===== config.mk =====
export PLATFORM = sky130hd
export DESIGN_NAME = irq_prio_ctrl
export DESIGN_NICKNAME = d
export VERILOG_FILES = /design/src/rtl/irq_pkg.sv /design/src/rtl/irq_edge_sync.sv /design/src/rtl/irq_pending.sv /design/src/rtl/irq_level_stack.sv /design/src/rtl/irq_arbiter.sv /design/src/rtl/irq_prio_ctrl.sv
export SDC_FILE = /design/constraint.sdc
export NUM_CORES = 1
export LEC_CHECK = 0
export BUFFER_PORTS_ARGS = -buffer_cell sky130_fd_sc_hd__buf_4
export CAP_MARGIN = 20
export CELL_PAD_IN_SITES_DETAIL_PLACEMENT = 1
export CELL_PAD_IN_SITES_GLOBAL_PLACEMENT = 2
export CORE_MARGIN = 8
export CORE_UTILIZATION = 37
export DETAILED_ROUTE_END_ITERATION = 10
export GPL_TIMING_DRIVEN = 0
export PLACE_DENSITY = 0.85
export SLEW_MARGIN = 10
export SYNTH_ARGS = -nofsm -noshare
export SYNTH_HDL_FRONTEND = slang
export SYNTH_SLANG_ARGS = --single-unit

===== constraint.sdc =====
create_clock -name clk -period 4.5 [get_ports clk]
set_clock_uncertainty 0.2 [all_clocks]
set_input_delay 0.225 -clock clk [delete_from_list [all_inputs] [get_ports clk]]
set_output_delay 0.225 -clock clk [all_outputs]
set_load 0.01 [all_outputs]

===== src/rtl/irq_pkg.sv =====
// Package: shared register map for the interrupt controller.
// Assumes a 3-bit register address.
package irq_pkg;

    typedef enum logic [2:0] {
        REG_ENABLE = 3'd0,
        REG_ABOVE  = 3'd1,
        REG_SETP   = 3'd2,
        REG_CLRP   = 3'd3,
        REG_PEND   = 3'd4,
        REG_LEVEL  = 3'd5
    } reg_addr_e;

endpackage


===== src/rtl/irq_edge_sync.sv =====
// Module: synchronizes asynchronous pins through STAGES flip-flops and
// emits a one-cycle pulse on each rising edge of the synchronized value.
// Assumes STAGES >= 2.
module irq_edge_sync #(
    parameter int N      = 8,
    parameter int STAGES = 2
) (
    input  logic         clk,
    input  logic         rst_n,
    input  logic [N-1:0] pin,
    output logic [N-1:0] rise
);

    for (genvar g = 0; g < N; g++) begin : g_bit
        logic [STAGES-1:0] shreg;
        logic              prev;

        // Shift the pin through the synchronizer and keep the last value.
        always_ff @(posedge clk) begin
            if (!rst_n) begin
                shreg <= '0;
                prev  <= 1'b0;
            end else begin
                shreg <= {shreg[STAGES-2:0], pin[g]};
                prev  <= shreg[STAGES-1];
            end
        end

        assign rise[g] = shreg[STAGES-1] & ~prev;
    end

endmodule


===== src/rtl/irq_pending.sv =====
// Module: pending register. Set events win over clears in the same cycle.
// Assumes set, clear and ack masks are synchronous to clk.
module irq_pending #(
    parameter int N = 8
) (
    input  logic         clk,
    input  logic         rst_n,
    input  logic [N-1:0] set_mask,
    input  logic [N-1:0] clr_mask,
    input  logic [N-1:0] ack_mask,
    output logic [N-1:0] pend
);

    // Apply the clears, then the sets, to every pending bit.
    always_ff @(posedge clk) begin
        if (!rst_n) pend <= '0;
        else        pend <= (pend & ~clr_mask & ~ack_mask) | set_mask;
    end

endmodule


===== src/rtl/irq_level_stack.sv =====
// Module: stack of active handler levels. A push with a pop replaces the top.
// Assumes pushes only carry strictly increasing levels, so N entries suffice.
module irq_level_stack #(
    parameter int N    = 8,
    parameter int ID_W = 3
) (
    input  logic            clk,
    input  logic            rst_n,
    input  logic            push,
    input  logic            pop,
    input  logic [ID_W-1:0] push_lvl,
    output logic            nonempty,
    output logic [ID_W-1:0] top,
    output logic [ID_W:0]   depth
);

    logic [ID_W-1:0] mem [N];
    logic [ID_W-1:0] top_idx;
    logic [ID_W-1:0] push_idx;

    assign nonempty = (depth != '0);
    assign top_idx  = ID_W'(depth - 1'b1);
    assign push_idx = ID_W'(depth);
    assign top      = nonempty ? mem[top_idx] : '0;

    // Update the stack entries and the depth on push, pop or replace.
    always_ff @(posedge clk) begin
        if (!rst_n) begin
            depth <= '0;
            for (int i = 0; i < N; i++) mem[i] <= '0;
        end else if (push && pop && nonempty) begin
            mem[top_idx] <= push_lvl;
        end else if (push && (depth < (ID_W+1)'(N))) begin
            mem[push_idx] <= push_lvl;
            depth         <= depth + 1'b1;
        end else if (pop && nonempty) begin
            depth <= depth - 1'b1;
        end
    end

endmodule


===== src/rtl/irq_arbiter.sv =====
// Module: selects the highest eligible index among pending requests.
// Assumes a higher index means a more urgent request.
module irq_arbiter #(
    parameter int N    = 8,
    parameter int ID_W = 3
) (
    input  logic [N-1:0]    pend,
    input  logic [N-1:0]    en,
    input  logic [N-1:0]    above,
    input  logic            busy,
    input  logic            nonempty,
    input  logic [ID_W-1:0] top,
    output logic            req,
    output logic [ID_W-1:0] id
);

    logic [N-1:0] elig;

    for (genvar g = 0; g < N; g++) begin : g_elig
        assign elig[g] = pend[g] & en[g] & (above[g] | ~busy) &
                         (~nonempty | (ID_W'(g) > top));
    end

    // Scan upward so that the highest eligible index is the one kept.
    always_comb begin
        id = '0;
        for (int i = 0; i < N; i++) begin
            if (elig[i]) id = ID_W'(i);
        end
    end

    assign req = |elig;

endmodule


===== src/rtl/irq_prio_ctrl.sv =====
// Module: top of the prioritized interrupt controller. Holds the bus
// registers, merges the event sources and connects the pending register,
// the arbiter and the level stack.
// Assumes irq_periph pulses are synchronous to clk and irq_pin is not.
module irq_prio_ctrl #(
    parameter int N_IRQ       = 8,
    parameter int SYNC_STAGES = 2,
    localparam int ID_W       = $clog2(N_IRQ)
) (
    input  logic             clk,
    input  logic             rst_n,
    input  logic [N_IRQ-1:0] irq_pin,
    input  logic [N_IRQ-1:0] irq_periph,
    input  logic [2:0]       bus_addr,
    input  logic             bus_wen,
    input  logic [N_IRQ-1:0] bus_wdata,
    output logic [N_IRQ-1:0] bus_rdata,
    input  logic             cpu_hipri_busy,
    output logic             irq_req,
    output logic [ID_W-1:0]  irq_id,
    input  logic             irq_ack,
    input  logic             irq_ret
);
    import irq_pkg::*;

    logic [N_IRQ-1:0] en_q;
    logic [N_IRQ-1:0] above_q;
    logic [N_IRQ-1:0] pend;
    logic [N_IRQ-1:0] pin_rise;
    logic [N_IRQ-1:0] sw_set;
    logic [N_IRQ-1:0] sw_clr;
    logic [N_IRQ-1:0] set_mask;
    logic [N_IRQ-1:0] ack_mask;
    logic             grant;
    logic             stk_nonempty;
    logic [ID_W-1:0]  stk_top;
    logic [ID_W:0]    stk_depth;
    reg_addr_e        addr_e;

    assign addr_e = reg_addr_e'(bus_addr);

    // Hold the enable and above-task-level registers.
    always_ff @(posedge clk) begin
        if (!rst_n) begin
            en_q    <= '0;
            above_q <= '0;
        end else if (bus_wen) begin
            if (addr_e == REG_ENABLE) en_q    <= bus_wdata;
            if (addr_e == REG_ABOVE)  above_q <= bus_wdata;
        end
    end

    assign sw_set   = (bus_wen && addr_e == REG_SETP) ? bus_wdata : '0;
    assign sw_clr   = (bus_wen && addr_e == REG_CLRP) ? bus_wdata : '0;
    assign set_mask = pin_rise | irq_periph | sw_set;
    assign grant    = irq_req & irq_ack;
    assign ack_mask = grant ? (N_IRQ'(1) << irq_id) : '0;

    irq_edge_sync #(.N(N_IRQ), .STAGES(SYNC_STAGES)) i_sync (
        .clk  (clk),
        .rst_n(rst_n),
        .pin  (irq_pin),
        .rise (pin_rise)
    );

    irq_pending #(.N(N_IRQ)) i_pend (
        .clk     (clk),
        .rst_n   (rst_n),
        .set_mask(set_mask),
        .clr_mask(sw_clr),
        .ack_mask(ack_mask),
        .pend    (pend)
    );

    irq_arbiter #(.N(N_IRQ), .ID_W(ID_W)) i_arb (
        .pend    (pend),
        .en      (en_q),
        .above   (above_q),
        .busy    (cpu_hipri_busy),
        .nonempty(stk_nonempty),
        .top     (stk_top),
        .req     (irq_req),
        .id      (irq_id)
    );

    irq_level_stack #(.N(N_IRQ), .ID_W(ID_W)) i_stack (
        .clk     (clk),
        .rst_n   (rst_n),
        .push    (grant),
        .pop     (irq_ret),
        .push_lvl(irq_id),
        .nonempty(stk_nonempty),
        .top     (stk_top),
        .depth   (stk_depth)
    );

    // Return the register selected by the address.
    always_comb begin
        bus_rdata = '0;
        case (addr_e)
            REG_ENABLE: bus_rdata = en_q;
            REG_ABOVE:  bus_rdata = above_q;
            REG_PEND:   bus_rdata = pend;
            REG_LEVEL:  bus_rdata = N_IRQ'({stk_nonempty, stk_top});
            default:    bus_rdata = '0;
        endcase
    end

endmodule


==> summary.txt, run 1 <==
Layout
  • Util after Layout: 0.479
  • Share of cells above drive strength 1: 0.213
  • Area added between synthesis and finish: 25.9%
  • Most frequent cells in the layout: nand2_1, dfxtp_1, a21oi_1
  • Non-filler cells, final: 648
  • Nets: 539
  • Commonest non-fill, non-tap cell in the layout: nand2_1
  • # diodes: 0
  • Number of fill cells: 1,251

Power and ir drop
  • Clock power share: 0.297
  • Power Total: 2.54 mW
  • Psw: ~930 µW
  • Sw Ratio: 0.366
  • Share of power burned in registers: 0.309
  • Logic pwr share: 0.394
  • Power Density: 485 nW/µm²
  • Lkg Pwr: 1.98 nW
  • P_int: 1.61 mW
  • Worst VDD drop: 0.000220 V

Timing
  • RSZ-0062 raised after global routing: true
  • Worst slew pin tran: around 1100 ps
  • Sum of negative setup slack: 0 ps
  • Final Hold Vio Count: 0
  • Slew headroom: 0.239
  • Tcrit/Tclk final: 0.953
  • Max Transition Viols Final: 0
  • WHS: 20.3 ps
  • Endpoints failing setup: 0
  • Fmax: 0.233 GHz
  • Final Critical Period: 4290 ps

Logic synthesis
  • Syn nets: 461
  • Post-synth ARST share: 0
  • Number of distinct library cells after synthesis: between 60 and 70
  • Ys Warns: 0
  • EDFF count, synth: 24
  • Main synth FF type: dfxtp_1
  • Syn Std Cell Area: 4160 µm²
  • #FFs+latches synth: 76
  • Average cell area after synthesis: 9.80 µm²
  • Proportion of synthesized chip area in sequential cells: 0.423
  • Post-synthesis cell count: 425

Global route
  • First-pass GRT wire length: approximately 20,000 µm
  • Total GRT Usage: 0.176
  • Remaining global-route overflow: 0
  • Antenna violations before repair: 0
  • Vias in the first global route: 3,695
  • Largest net degree at the start of global routing: 15

Worst setup path
  • Crit Reg-Reg Startpoint: i_stack.depth[0]
  • R2R Path End: i_stack.mem[1][0]
  • Worst EP required: 4280 ps
  • Crit path max fanout: 10
  • CP Capture Type: flip-flop
  • WP data arrival: 4060 ps
  • Worst r2r path cells: 13
  • Critical Path Source Type: flip-flop
  • Worst Path Class, Setup: flip-flop to flip-flop
  • R2R Setup Slk: 210 ps

Floorplanning
  • Initial Util: 0.381
  • Core Box Area: ~11,000 µm²
  • Site row count: 38
  • Ports: 45
  • Horiz. Die Dim: 122 µm
  • Die area: 14,900 µm²
  • Die Ht: 122 µm

Hold path
  • HP Start: irq_periph[1]
  • Min-Delay Path Class: input port to flip-flop
  • Worst hold path depth: 3
  • Worst Hold End: i_pend.pend[1]

Clock tree
  • Clock sinks: 76
  • Clk Latency, worst-skew pair: between 300 and 400 ps
  • CTS tree: done
  • Root buffer cell: clkbuf_16
  • H-tree level count: 3
  • Max Buffers Root-to-Sink: 2
  • Clock slew at reported path FFs: 70 ps
  • Total CTS buffers: 9

Placement
  • Port Buffer Count: 41
  • RePlAce Congestion: 0.849
  • Inst Count DP: 606
  • HPWL after DPL: 9550 µm

Detailed routing
  • Via count: 3,580
  • Routed len/inst: 19.8 µm
  • Avg Vias per Cell: 5.52
  • Detailed Route WL: 12,800 µm
  • Pre-antenna DRT Iters: 4
  • DRC errors left: 0
  • Initial drt markers: 126
  • Antenna-violating nets left: 0

Job
  • Max_cap viols: 0

Status
  • Status: finished clean
[power by group through the flow]
stage | registers, mW | clock network, mW | logic [mW]
6_report | 0.785 | 0.755 | 1.00
5_1_grt | 0.790 | 0.789 | 1.08
4_1_cts | 0.784 | 0.764 | 0.981
3_5_place_dp | 0.799 | 0 | 0.960
3_3_place_gp | 0.796 | 0 | 0.931
2_1_floorplan | 0.783 | 0 | 0.721
[flip-flops by register name (all words and copies together) (netlist names)]
name                flops
i_stack.mem            24
i_pend.pend             8
en_q                    8
i_sync.g_bit.prev       8
i_stack.depth           4
above_q                 8
i_sync.g_bit.shreg     16
[cells in the mapped netlist, types with 3 or more instances]
cell type,number,area share
a21oi_1,46,0.055
a221oi_1,8,0.017
a31oi_1,5,0.0075
and2_1,26,0.039
and3_1,4,0.0060
buf_6,5,0.014
clkbuf_1,8,0.0072
dfxtp_1,52,0.25
edfxtp_1,24,0.17
ha_1,3,0.0090
inv_1,16,0.014
mux2i_1,17,0.041
mux2i_4,4,0.022
mux4_2,8,0.043
nand2_1,59,0.053
nand2b_1,3,0.0045
nand3_1,16,0.019
nand4_1,3,0.0045
nor2_1,27,0.024
nor2b_1,9,0.014
nor3_1,4,0.0048
o211ai_1,5,0.0090
o21ai_0,6,0.0072
o221ai_1,6,0.013
o22ai_1,3,0.0045
or2_2,4,0.0060
[critical path: stages (launching register included)]
cell	delay [ps]
dfxtp_2	420
buf_6	200
inv_1	130
ha_1	350
clkbuf_4	220
mux4_2	350
mux2i_4	100
o22ai_1	250
a21oi_4	110
nor4_4	530
a21o_1	210
buf_6	170
nand3_1	190
o221ai_1	470
[cell type report]
cell class | instances | area, µm² | area share
clock buffers | 10 | 239 | 0.0456
repair buffers | 67 | 561 | 0.107
clock inverters | 6 | 67.6 | 0.0129
well taps | 140 | 175 | 0.0334
flip-flops and latches | 76 | 1760 | 0.336
multi-input cells | 312 | 2230 | 0.425
plain buffers | 21 | 150 | 0.0286
inverters | 16 | 60.1 | 0.0115
[metrics by stage]
stage                     setup slack [ps]  instance area, µm²
after floorplan                        849                4160
after global placement                 219                4650
after detailed placement              92.3                4650
after CTS                             66.4                5180
after global routing                 -32.5                5240
final                                  213                5240
[kinds of logic after synthesis]
family,after synthesis,share of synthesized area
xor gates and xnor gates,2,0.0132
AOI/OAI and AO/OA,102,0.165
buffers and inverters,37,0.0499
and+or+nand+nor,170,0.208
DFF,76,0.423
adders and majority gates,3,0.00902
muxes,35,0.132
[worst max path at each step]
stage | start | end | slack (ps) | cells after the start
2_1_floorplan | i_stack.depth[0] | i_stack.mem[6][0] | 850 | 13
3_3_place_gp | i_stack.depth[0] | i_stack.mem[6][0] | 220 | 13
3_5_place_dp | i_stack.depth[0] | i_stack.mem[4][0] | 90 | 12
4_1_cts | i_stack.depth[0] | i_stack.mem[2][0] | 70 | 12
5_1_grt | i_stack.depth[0] | i_stack.mem[1][0] | -30 | 13
6_report | i_stack.depth[0] | i_stack.mem[1][0] | 210 | 13
[per-layer routing]
metal  vias to the layer above  GRT usage  wire (µm)
met5                         -          0          0
met4                         0     0.0564        238
met3                        14     0.0352        608
met2                        81      0.301       6230
met1                      1782      0.217       5730
li1                       1703          -          -
[what timing repair did]
action	in CTS	in global routing
hold buffers	23	0
endpoints found under the hold margin	28	0
setup endpoints to repair	0	24
resized for setup	0	6
buffers inserted	0	3
Note: power is estimated with default switching activity, not from simulation.
==> run 2: changes to the inputs <==
RECOVER_POWER = 25   (was unset)
==> summary.txt, run 2 (synthesis gave the netlist of run 1 again) <==
Worst setup path
  • Crit. path cell count: 13 (unchanged)
  • Family with the most delay on the worst path: compound AO/OA/AOI/OAI gates
  • Worst EP required: 4310 ps (+30 ps)
  • CP Capture Type: flip-flop
  • Slowest CP cell: nor4_4
  • Worst Path Class, Setup: flip-flop to flip-flop
  • CP Launch Point: i_stack.depth[0]
  • Max incr delay on CP: 540 ps (about the same)
  • Buf/Inv on CP: 4 (unchanged)
  • Critical Path Source Type: flip-flop
  • Crit path max fanout: 10 (unchanged)
  • WP data arrival: 4120 ps (+60 ps)
  • Crit Reg-Reg Startpoint: i_stack.depth[0]
  • Worst r2r path cells: 13 (unchanged)
  • Crit-path cells: buf_6, inv_1, ha_1, clkbuf_4, mux4_2, mux2i_4, o22ai_1, a21oi_4, nor4_4, a21o_1, buf_6, mux2i_4, o221ai_1

Detailed routing
  • Antenna-violating nets left: 0 (unchanged)
  • DRC errors left: 0 (unchanged)
  • Via count: 3,581 (+0.028%)
  • Avg Vias per Cell: 5.53 (about the same)
  • Pre-antenna DRT Iters: 4 (unchanged)
  • Routed len/inst: 19.7 µm (-0.25%)
  • Detailed Route WL: 12,800 µm (-0.25%)
  • Initial drt markers: 157 (+25%)

Hold path
  • HP Start: irq_periph[1]
  • Worst hold path depth: 3 (unchanged)
  • Min-Delay Path Class: input port to flip-flop

Placement
  • Inst Count DP: 606 (unchanged)
  • HPWL after DPL: 9550 µm (unchanged)
  • Port Buffer Count: 41 (unchanged)
  • RePlAce Congestion: 0.849 (unchanged)
  • Placed cell area: 4650 µm² (unchanged)
  • DP Worst Slack: 92.3 ps (unchanged)

Clock tree
  • Clock slew at reported path FFs: 70 ps (about the same)
  • Root buffer cell: clkbuf_16
  • Max Buffers Root-to-Sink: 2 (unchanged)
  • Clock sinks: 76 (unchanged)
  • H-tree level count: 3 (unchanged)
  • Total CTS buffers: 9 (unchanged)
  • Clk Latency, worst-skew pair: 340 ps (about the same)
  • CTS tree: done

Timing
  • Final Critical Period: 4310 ps (+20.7 ps)
  • RSZ-0062 raised after global routing: true
  • Fmax: 0.232 GHz (-0.48%)
  • Worst setup margin: 192 ps (-20.7 ps)
  • Slew headroom: 0.222 (-0.0171)
  • Tcrit/Tclk final: 0.957 (+0.00461)
  • Max Transition Viols Final: 0 (unchanged)
  • Sum of negative setup slack: 0 ps (unchanged)
  • Worst slew pin tran: 1160 ps (+25.4 ps)
  • Endpoints failing setup: 0 (unchanged)
  • Final Hold Vio Count: 0 (unchanged)

Layout
  • Share of cells above drive strength 1: 0.207 (-0.00591)
  • Nets: 539 (unchanged)
  • Area added between synthesis and finish: 25.4%
  • Largest regs: i_stack.mem x24, i_sync.g_bit.shreg x16
  • Non-filler cells, final: 648 (unchanged)
  • Number of fill cells: 1,255 (+0.32%)
  • # diodes: 0 (unchanged)
  • Commonest non-fill, non-tap cell in the layout: nand2_1
  • Post-layout instance area: 5220 µm² (-0.41%)
  • Most frequent cells in the layout: nand2_1, dfxtp_1, a21oi_1
  • Largest reg by FF count: i_stack.mem
  • Number of flip-flops under the largest register name: 24 (unchanged)

Global route
  • Antenna violations before repair: 0 (unchanged)
  • Vias in the first global route: 3,695 (unchanged)
  • First-pass GRT wire length: 20,000 µm (unchanged)
  • Remaining global-route overflow: 0 (unchanged)
  • Total GRT Usage: 0.176 (unchanged)
  • Largest net degree at the start of global routing: 15 (unchanged)

Power and ir drop
  • Worst VDD drop: 0.000220 V (about the same)
  • Lkg Pwr: 1.95 nW (-1.4%)
  • Power Density: 487 nW/µm² (+0.49%)

Floorplanning
  • Site row count: 38 (unchanged)
  • Initial Util: 0.381 (unchanged)
  • Ports: 45 (unchanged)
  • Horiz. Die Dim: 122 µm (unchanged)
  • Die area: 14,900 µm² (unchanged)
  • Core Box Area: 10,900 µm² (unchanged)
  • Die Ht: 122 µm (unchanged)

Status
  • Status: finished clean

Job
  • Max_cap viols: 0 (unchanged)
-- run 2: cell count changes in the layout (fill, tap and decap cells not counted) --
cell,delta
buf_4,-1
and2_0,+15
buf_6,-1
clkbuf_8,-1
clkbuf_1,+3
and2_1,-15
-- run 2: path summary, 6_finish.rpt --
kind / slack [ps] / to
max: 190 / i_stack.mem[3][2]
min: 20 / i_pend.pend[1]
max reg2reg: 190 / i_stack.mem[3][2]
min reg2reg: 230 / i_sync.g_bit[5].shreg[1]
-- run 2: per-stage QoR --
step	hold WS, ps	power [mW]	utilization
5_1_grt	39.2	2.66	0.477
3_5_place_dp	222	1.76	0.425
3_3_place_gp	215	1.73	0.425
2_1_floorplan	152	1.50	-
6_report	17.9	2.54	0.477
4_1_cts	16.5	2.53	0.474
-- run 2: layer usage --
layer | up-vias | part of all wire | track usage
met5 | - | 0 | 0
met4 | 0 | 0.019 | 0.0564
met3 | 14 | 0.044 | 0.0352
met2 | 77 | 0.49 | 0.301
met1 | 1788 | 0.45 | 0.217
li1 | 1702 | - | -
-- run 2: power by group --
group	switching [mW]	leakage (nW)	internal, mW	total (mW)
combinational	0.590	1.13	0.411	1.00
sequential	0.0384	0.675	0.747	0.786
clock	0.307	0.150	0.449	0.757
-- run 2: cell type report --
class,instances,area [µm²],area share
flip-flops and latches,76,1760,0.338
clock inverters,6,67.6,0.0129
multi-input cells,312,2230,0.426
repair buffers,67,557,0.107
plain buffers,21,133,0.0254
well taps,140,175,0.0336
inverters,16,60.1,0.0115
clock buffers,10,239,0.0458
-- run 2: worst min-delay path, stage by stage --
cell and delay, ps:
buf_4 80, a221o_1 100, o21a_1 120
-- run 2: repair_timing --
| action | 4_1_cts | 5_1_grt |
|---|---|---|
| setup buffers | 0 | 3 |
| hold endpoints to repair | 28 | 0 |
| hold buffers | 23 | 0 |
| resized for setup | 0 | 6 |
| endpoints found under the setup margin | 0 | 24 |
==> run 3: changes to the inputs <==
--- a/config.mk
+++ b/config.mk
@@ -7,2 +7,3 @@
 export LEC_CHECK = 0
+export ABC_AREA = 1
 export BUFFER_PORTS_ARGS = -buffer_cell sky130_fd_sc_hd__buf_4
@@ -12,3 +13,3 @@
 export CORE_MARGIN = 8
-export CORE_UTILIZATION = 37
+export CORE_UTILIZATION = 34
 export DETAILED_ROUTE_END_ITERATION = 10
==> constraint.sdc (replaced) <==
create_clock -name clk -period 4.5 [get_ports clk]
set_clock_uncertainty 0.2 [all_clocks]
set_input_delay 0 -clock clk [delete_from_list [all_inputs] [get_ports clk]]
set_output_delay 0 -clock clk [all_outputs]
set_load 0.01 [all_outputs]
==> summary.txt, run 3 <==
Status
  • Status: finished clean

Logic synthesis
  • Post-synth ARST share: 0 (unchanged)
  • Number of distinct library cells after synthesis: 41 (-40%)
  • Share of the synthesized area in the top cell type: 0.257 (+0.00663)
  • Commonest cells in the synthesized netlist: nand2_1, inv_1, dfxtp_1
  • Most frequent cell after synthesis: nand2_1
  • Average cell area after synthesis: 7.64 µm² (-22%)
  • Syn nets: 567 (+23%)
  • Proportion of synthesized chip area in sequential cells: 0.434 (+0.0112)
  • Synth area leaders: dfxtp_1, edfxtp_1, nand2_1
  • Yosys top cell by area: dfxtp_1
  • Main synth FF type: dfxtp_1
  • #FFs+latches synth: 76 (unchanged)
  • Syn Std Cell Area: 4060 µm² (-2.6%)
  • Ys Warns: 0 (unchanged)
  • EDFF count, synth: 24 (unchanged)
  • Post-synthesis cell count: 531 (+25%)

Timing
  • Slew headroom: 0.601 (+0.379)
  • Max Transition Viols Final: 0 (unchanged)
  • Endpoints failing setup: 0 (unchanged)
  • Sum of negative setup slack: 0 ps (unchanged)
  • Final Critical Period: 4040 ps (-270 ps)
  • RSZ-0062 raised after global routing: false
  • Worst slew pin tran: 594 ps (-565 ps)
  • WHS: 70.4 ps (+52.5 ps)
  • Final Hold Vio Count: 0 (unchanged)
  • Fmax: 0.248 GHz (+6.7%)
  • Tcrit/Tclk final: 0.897 (-0.0600)

Worst setup path
  • CP Capture Type: flip-flop
  • Family with the most delay on the worst path: buffers and inverters
  • Crit-path cells: buf_4, inv_4, buf_6, ha_1, buf_2, inv_1, nand3_1, nand3_1, nand3_2, inv_1, nand2_1, nand2_2, nand2_2, nor2_4, buf_2, nor2_1, nand3_1, o211ai_1, a31oi_1, dlygate4sd3_1
  • Critical Path Source Type: flip-flop
  • Worst r2r path cells: 20 (+7)
  • Slowest CP cell: dlygate4sd3_1
  • WP data arrival: 4130 ps (about the same)
  • Crit. path cell count: 20 (+7)
  • Max incr delay on CP: 560 ps (+20 ps)
  • Crit path max fanout: 11 (+1)
  • Buf/Inv on CP: 8 (+4)
  • Worst Path Class, Setup: flip-flop to flip-flop
  • Worst EP required: 4600 ps (+290 ps)
  • Crit path top cell by count: nand3_1

Clock tree
  • Post-CTS Setup Inserts: 0 (unchanged)
  • Total CTS buffers: 9 (unchanged)
  • Clock sinks: 76 (unchanged)
  • Clock slew at reported path FFs: 60 ps (about the same)
  • H-tree level count: 3 (unchanged)
  • Max Buffers Root-to-Sink: 2 (unchanged)
  • CTS tree: done
  • Root buffer cell: clkbuf_16
  • Clk Latency, worst-skew pair: 350 ps (about the same)

Floorplanning
  • Die Ht: 125 µm (+2.6%)
  • Initial Util: 0.343 (-0.0373)
  • Die area: 15,700 µm² (+5.2%)
  • Ports: 45 (unchanged)
  • Site row count: 40 (+5.3%)
  • Core Box Area: 11,800 µm² (+8.0%)
  • Horiz. Die Dim: 125 µm (+2.6%)

Layout
  • Commonest non-fill, non-tap cell in the layout: nand2_1
  • Nets: 655 (+22%)
  • Largest reg by FF count: i_stack.mem
  • Largest regs: i_stack.mem x24, i_sync.g_bit.shreg x16
  • Share of cells above drive strength 1: 0.180 (-0.0269)
  • Area added between synthesis and finish: 28.0%
  • Most frequent cells in the layout: nand2_1, inv_1, dfxtp_1
  • # diodes: 0 (unchanged)
  • Util after Layout: 0.440 (-0.0378)
  • Non-filler cells, final: 770 (+19%)
  • Number of fill cells: 1,477 (+18%)
  • Number of flip-flops under the largest register name: 24 (unchanged)

Detailed routing
  • Antenna-violating nets left: 0 (unchanged)
  • Routed len/inst: 16.5 µm (-16%)
  • Detailed Route WL: 12,700 µm (-0.74%)
  • Initial drt markers: 218 (+39%)
  • Avg Vias per Cell: 4.89 (-12%)
  • Pre-antenna DRT Iters: 4 (unchanged)
  • DRC errors left: 0 (unchanged)
  • Via count: 3,763 (+5.1%)

Placement
  • Inst Count DP: 722 (+19%)
  • RePlAce Congestion: 0.809 (-4.7%)
  • HPWL after DPL: 9400 µm (-1.5%)
  • Port Buffer Count: 43 (+4.9%)

Global route
  • Total GRT Usage: 0.171 (-0.00504)
  • Vias in the first global route: 4,115 (+11%)
  • Remaining global-route overflow: 0 (unchanged)
  • Largest net degree at the start of global routing: 14 (-1)
  • Antenna violations before repair: 0 (unchanged)
  • First-pass GRT wire length: 21,200 µm (+5.6%)

Power and ir drop
  • Worst VDD drop: 0.000217 V (-1.7%)
  • Lkg Pwr: 2.38 nW (+22%)
  • Power Density: 480 nW/µm² (-1.5%)
  • Power Total: 2.49 mW (-2.0%)

Hold path
  • Worst hold path depth: 6 (+3)
  • Min-Delay Path Class: input port to flip-flop

Job
  • Max_cap viols: 0 (unchanged)
[run 3: tightest hold or removal path, stage by stage]
cell	delay, ps
buf_4	140
inv_1	90
nor2_1	90
a21oi_1	150
nor2_1	50
nor2_1	70
[run 3: timing repair]
action,4_1_cts,5_1_grt
resized for setup,0,0
hold buffers,33,0
endpoints found under the hold margin,33,0
[run 3: power by group]
| group | switching, mW | total [mW] | internal, mW | leakage, nW |
|---|---|---|---|---|
| combinational | 0.685 | 0.990 | 0.305 | 1.56 |
| sequential | 0.0320 | 0.782 | 0.750 | 0.676 |
| clock | 0.299 | 0.720 | 0.421 | 0.143 |
[run 3: path summary, 6_finish.rpt]
path | slack, ps | startpoint | to
setup reg to reg | 460 | i_stack.depth[0] | i_pend.pend[5]
hold reg to reg | 210 | i_sync.g_bit[3].shreg[0] | i_sync.g_bit[3].shreg[1]
setup / recovery | 460 | i_stack.depth[0] | i_pend.pend[5]
hold / removal | 70 | irq_ack | i_pend.pend[4]
[run 3: logic make-up (layout without fill, tap and decap cells)]
logic type               Yosys count  count (layout)  share of synthesized area
AO/OA/AOI/OAI                     84              84                      0.123
XOR/XNOR                           4               4                     0.0123
adder cells (fa/ha/maj)            3               3                    0.00925
buffers and inverters            112             204                      0.114
flip-flops                        76              76                      0.434
AND/OR/NAND/NOR                  252             252                      0.307
[run 3: metrics by stage]
stage	instance area, µm²	setup WS [ps]
6_report	5190	462
5_1_grt	5190	146
2_1_floorplan	4060	1250
3_5_place_dp	4570	617
3_3_place_gp	4560	669
4_1_cts	5190	432
[run 3: layer usage]
| layer | vias up | global-route usage | wire (µm) |
|---|---|---|---|
| li1 | 1884 | - | - |
| met1 | 1801 | 0.212 | 5980 |
| met2 | 58 | 0.276 | 5880 |
| met3 | 20 | 0.0357 | 541 |
| met4 | 0 | 0.0845 | 283 |
| met5 | - | 0 | 0 |
[run 3: cell type report]
cell class | count | area, µm² | share of cell area
Buffer | 16 | 101 | 0.0195
Clock buffer | 11 | 264 | 0.0509
Clock inverter | 4 | 30.0 | 0.00578
Inverter | 96 | 363 | 0.0699
Multi-Input combinational cell | 343 | 1830 | 0.353
Sequential cell | 76 | 1760 | 0.339
Tap cell | 147 | 184 | 0.0354
Timing Repair Buffer | 77 | 657 | 0.127
